### config.mk
export PLATFORM = sky130hd
export DESIGN_NAME = adtrig_sel
export DESIGN_NICKNAME = d
export VERILOG_FILES = /design/src/rtl/adtrig_pkg.sv /design/src/rtl/adtrig_cfg_regs.sv /design/src/rtl/adtrig_src_qual.sv /design/src/rtl/adtrig_pulse_reg.sv /design/src/rtl/adtrig_sel.sv
export SDC_FILE = /design/constraint.sdc
export NUM_CORES = 1
export LEC_CHECK = 0
export BUFFER_PORTS_ARGS = -buffer_cell sky130_fd_sc_hd__buf_2
export CORE_ASPECT_RATIO = 1.1
export CORE_MARGIN = 5
export CORE_UTILIZATION = 39
export DETAILED_ROUTE_END_ITERATION = 8
export PLACE_DENSITY = 0.65
export SETUP_SLACK_MARGIN = 0.05
export SLEW_MARGIN = 20
export SYNTH_ARGS = -nofsm -noshare
export SYNTH_HDL_FRONTEND = slang
export SYNTH_SLANG_ARGS = --single-unit
### constraint.sdc
create_clock -name clk -period 1.3 [get_ports clk]
set_clock_uncertainty 0.15 [all_clocks]
set_input_delay 0.065 -clock clk [delete_from_list [all_inputs] [get_ports clk]]
set_output_delay 0.065 -clock clk [all_outputs]
set_load 0.01 [all_outputs]
### src/rtl/adtrig_pkg.sv
package adtrig_pkg;

    localparam int N_OUT  = 2;               // converters served
    localparam int N_SRC  = 4;               // event sources per output
    localparam int N_CMP  = 2;               // direction-masked sources
    localparam int SEL_W  = N_OUT * N_SRC;   // select register width
    localparam int MASK_W = N_OUT * N_CMP;   // mask register width

    // Bit position of each source inside one output's select nibble
    typedef enum logic [1:0] {
        SRC_UNDERFLOW = 2'd0,
        SRC_CYCLE     = 2'd1,
        SRC_CMP0      = 2'd2,
        SRC_CMP1      = 2'd3
    } src_e;

    typedef enum logic {
        CFG_SEL  = 1'b0,
        CFG_MASK = 1'b1
    } cfg_addr_e;

endpackage

### src/rtl/adtrig_cfg_regs.sv
module adtrig_cfg_regs #(
    parameter int DATA_W = 8,
    parameter int SEL_W  = 8,
    parameter int MASK_W = 4
) (
    input  logic              clk,
    input  logic              rst_n,
    input  logic              we,
    input  logic              addr,
    input  logic [DATA_W-1:0] wdata,
    output logic [SEL_W-1:0]  sel_q,
    output logic [MASK_W-1:0] mask_q
);
    import adtrig_pkg::*;

    always_ff @(posedge clk) begin
        if (!rst_n) begin
            sel_q  <= '0;
            mask_q <= '0;
        end else if (we) begin
            unique case (cfg_addr_e'(addr))
                CFG_SEL:  sel_q  <= wdata[SEL_W-1:0];
                CFG_MASK: mask_q <= wdata[MASK_W-1:0];
            endcase
        end
    end

endmodule

### src/rtl/adtrig_src_qual.sv
module adtrig_src_qual #(
    parameter int N_SRC = 4,
    parameter int N_CMP = 2
) (
    input  logic [N_SRC-1:0] evt,      // underflow, cycle, cmp0, cmp1
    input  logic             uf_en,
    input  logic             cm_en,
    input  logic             down,
    input  logic [N_SRC-1:0] sel,
    input  logic [N_CMP-1:0] mask,
    output logic             hit
);
    import adtrig_pkg::*;

    localparam int CMP_BASE = int'(SRC_CMP0);

    logic [N_SRC-1:0] gate;

    // Main-timer sources: gated by interrupt-output enables only
    assign gate[SRC_UNDERFLOW] = uf_en;
    assign gate[SRC_CYCLE]     = cm_en;

    // Tuning-timer sources: gated by count direction against mask polarity
    for (genvar c = 0; c < N_CMP; c++) begin : g_cmp
        assign gate[CMP_BASE + c] = (mask[c] == down);
    end

    assign hit = |(evt & sel & gate);

endmodule

### src/rtl/adtrig_pulse_reg.sv
module adtrig_pulse_reg (
    input  logic clk,
    input  logic rst_n,
    input  logic d,
    output logic q
);
    always_ff @(posedge clk) begin
        if (!rst_n) q <= 1'b0;
        else        q <= d;
    end
endmodule

### src/rtl/adtrig_sel.sv
module adtrig_sel #(
    parameter int DATA_W = 8
) (
    input  logic                         clk,
    input  logic                         rst_n,
    input  logic                         cfg_we,
    input  logic                         cfg_addr,
    input  logic [DATA_W-1:0]            cfg_wdata,
    input  logic                         uf_evt,
    input  logic                         cm_evt,
    input  logic                         cmp0_evt,
    input  logic                         cmp1_evt,
    input  logic                         uf_irq_en,
    input  logic                         cm_irq_en,
    input  logic                         cnt_down,
    output logic [adtrig_pkg::N_OUT-1:0] adc_trig
);
    import adtrig_pkg::*;

    logic [SEL_W-1:0]  sel_q;
    logic [MASK_W-1:0] mask_q;
    logic [N_SRC-1:0]  evt_vec;
    logic [N_OUT-1:0]  hit;

    assign evt_vec = {cmp1_evt, cmp0_evt, cm_evt, uf_evt};

    adtrig_cfg_regs #(
        .DATA_W (DATA_W),
        .SEL_W  (SEL_W),
        .MASK_W (MASK_W)
    ) u_cfg (
        .clk    (clk),
        .rst_n  (rst_n),
        .we     (cfg_we),
        .addr   (cfg_addr),
        .wdata  (cfg_wdata),
        .sel_q  (sel_q),
        .mask_q (mask_q)
    );

    for (genvar o = 0; o < N_OUT; o++) begin : g_out
        adtrig_src_qual #(
            .N_SRC (N_SRC),
            .N_CMP (N_CMP)
        ) u_qual (
            .evt   (evt_vec),
            .uf_en (uf_irq_en),
            .cm_en (cm_irq_en),
            .down  (cnt_down),
            .sel   (sel_q[o*N_SRC +: N_SRC]),
            .mask  (mask_q[o*N_CMP +: N_CMP]),
            .hit   (hit[o])
        );

        adtrig_pulse_reg u_pulse (
            .clk   (clk),
            .rst_n (rst_n),
            .d     (hit[o]),
            .q     (adc_trig[o])
        );
    end

endmodule

==> impl_metrics.json <==
{
  "layoutNonFillerInstCount": 113,
  "nFillCells": 138,
  "antenna_found_initial": 0,
  "nets": 118,
  "leakagePower_nw": 0.358,
  "dieHeight_um": 50.7,
  "grt_pass1_vias": 537,
  "dieArea_sq_um": 2390,
  "clk_latency_ns": 0.27,
  "rsz0062_at_grt": "false",
  "cp-end-kind": "flop",
  "drtPass1Iterations": 4,
  "reg2reg_slack_ns": 0.34,
  "finalSetupViolations": 0,
  "crit_slowest_cell": "dlygate4sd3_1",
  "path_max_fanout": 2,
  "postRouteAntennaNets": 0,
  "tritoncts": "done",
  "required_ns": 1.30,
  "synth_area_leader_cell": "dfxtp_1",
  "drt_iter0_markers": 2,
  "r2r_cells": 3,
  "ys_async_sr_fraction_pct": 0,
  "ctsHoldBuffers": 15,
  "synth_top_area_share_pct": 47.7,
  "relSlewSlack_pct": 72.3,
  "dieWidth_um": 47.0,
  "cts_made_buffers": 3,
  "drive_gt1_share_pct": 25.8,
  "vias_per_cell": 4.65,
  "area_delta_synth_final_pct": 45.1,
  "yosysWarnings": 0,
  "dr_wl_met2_um": 629,
  "cts_resized": 0,
  "grt_max_degree": 15,
  "met1Wirelength_um": 583,
  "yosysSeqAreaShare_pct": 47.7,
  "worstPathArrival_ns": 1.03,
  "grt_usage_pct": 12.9,
  "crit_chain": "dlygate4sd3_1 -> buf_2 -> a32oi_1 -> a31oi_1",
  "rows": 14,
  "dp.cells": 95,
  "ys.flop_type": "dfxtp_1",
  "postSynthCellCount": 63,
  "syn_nets": 82,
  "path_buf_inv": 2,
  "n_antenna_cell": 0,
  "cap_violations": 0,
  "htreeDepth": 1,
  "gp_congestion": 0.699,
  "final.min_clock_period_ns": 1.04,
  "avgSynthCellArea_sq_um": 9.33,
  "root_buffer": "clkbuf_4",
  "drt_wl_total_mm": 1.30,
  "cp_top_family": "buffers and inverters",
  "tns_ns": 0,
  "synth_edf_count": 0,
  "power_density_nw_per_um2": 975,
  "cts_buffer_depth": 2,
  "hold_end": "u_cfg.mask_q[3]",
  "hold_start": "cfg_addr",
  "clkTransAtPathRegs_ns": 0.08,
  "core-area_sq_um": 1400,
  "hold_path_depth": 4,
  "reg2reg_to": "g_out[1].u_pulse.q",
  "worst_pin_slew_ns": 0.415,
  "clkSinkCount": 14,
  "finalPower_mw": 0.832,
  "critical_path_class": "input port to flop",
  "post-cts-setup-buffers": 0,
  "mostFrequentLayoutCells": "20 x buf_2, 15 x dlygate4sd3_1, 14 x dfxtp_1",
  "wl_met3_um": 75,
  "ioPinCount": 21,
  "hold_violations": 0,
  "critical-path-max-stage-delay_ns": 0.53,
  "grt_pass1_wl_mm": 2.21,
  "drc": 0,
  "ir_worst_vdd_mv": 0.618,
  "vias": 525,
  "hp-class": "input port to flop",
  "reg2reg_from": "u_cfg.mask_q[2]",
  "status": "completed",
  "grt_overflow_total": 0,
  "worst_hold_slack_ns": 0.0351,
  "start_util_pct": 42.0,
  "slew_viol_final": 0,
  "port_buffers": 20,
  "fmax_mhz": 966,
  "ys_ff_latch": 14,
  "mostFrequentLayoutCell": "buf_2",
  "highest_layer": "met4",
  "synthDistinctLibCells": 16,
  "synth_area_leaders": "dfxtp_1 48%, mux2i_1 14%, nand3_1 6.8%",
  "synth_area_sq_um": 588,
  "detail_route.wl_per_cell_um": 11.5,
  "startpoint_type": "input port",
  "finalCritPeriodShare_pct": 79.7
}
[registers in the layout, indices dropped and copies added, names as in the netlist]
signal           cells
u_cfg.sel_q          8
u_cfg.mask_q         4
g_out.u_pulse.q      2
[metrics by stage]
step	setup WS [ns]	area, sq um	utilization [%]
after floorplan	0.424	588	-
after global routing	0.217	853	60.9
after global placement	0.257	681	48.6
final	0.265	853	60.9
after CTS	0.270	853	60.9
after detailed placement	0.240	681	48.6
[layer usage]
layer  global-route usage, %  vias to the layer above
li1                        -                      284
met3                    2.14                        2
met5                       0                        -
met4                    6.91                        0
met2                    19.5                       12
met1                    17.0                      227
[worst register-to-register path, stage by stage (launching register included)]
cell	delay [ns]
dfxtp_1	0.37
xnor2_1	0.13
nand3_1	0.09
a31oi_1	0.16
[power by group]
group	internal (mW)	switching, mW	leakage (nW)	total [mW]
combinational	0.0817	0.0543	0.230	0.136
clock	0.107	0.129	0.0138	0.236
sequential	0.449	0.0109	0.114	0.460
total	0.638	0.194	0.358	0.832
[how the worst max path moves through the flow]
stage               startpoint                  to  slack (ns)  cells after the start
2_1_floorplan  u_cfg.mask_q[0]  g_out[0].u_pulse.q        0.42                      3
4_1_cts                 uf_evt  g_out[1].u_pulse.q        0.27                      4
3_5_place_dp            cfg_we      u_cfg.sel_q[7]        0.24                      5
3_3_place_gp            cfg_we      u_cfg.sel_q[7]        0.26                      5
6_report             uf_irq_en  g_out[1].u_pulse.q        0.26                      4
5_1_grt                 cfg_we     u_cfg.mask_q[3]        0.22                      5
[final cells by class]
type                       count  area, sq um  share of cell area (%)
sequential                    14          280                    32.8
tap                           16         20.0                    2.35
clock buffer                   3         22.5                    2.64
inverter                       1         3.75                   0.440
multi-input combinational     43          269                    31.5
timing repair buffer          36          258                    30.2
[Yosys cell counts, types with 2 or more instances]
cell type   n
mux2i_1     8
a21oi_1     4
a31oi_1     2
a32oi_1     2
xnor2_1     4
nand2_1     5
dfxtp_1    14
nand3_1     8
nor2_1      8
buf_4       2
[logic make-up (layout without fill, tap and decap cells)]
logic type / Yosys count / in the layout / share of synthesized area (%)
AOI/OAI and AO/OA: 8 / 8 / 8.51
xor gates and xnor gates: 4 / 4 / 5.96
buffers and inverters: 6 / 40 / 6.59
DFF: 14 / 14 / 47.7
muxes: 8 / 8 / 13.6
and+or+nand+nor: 23 / 23 / 17.7
(Power assumes the default switching activity.)
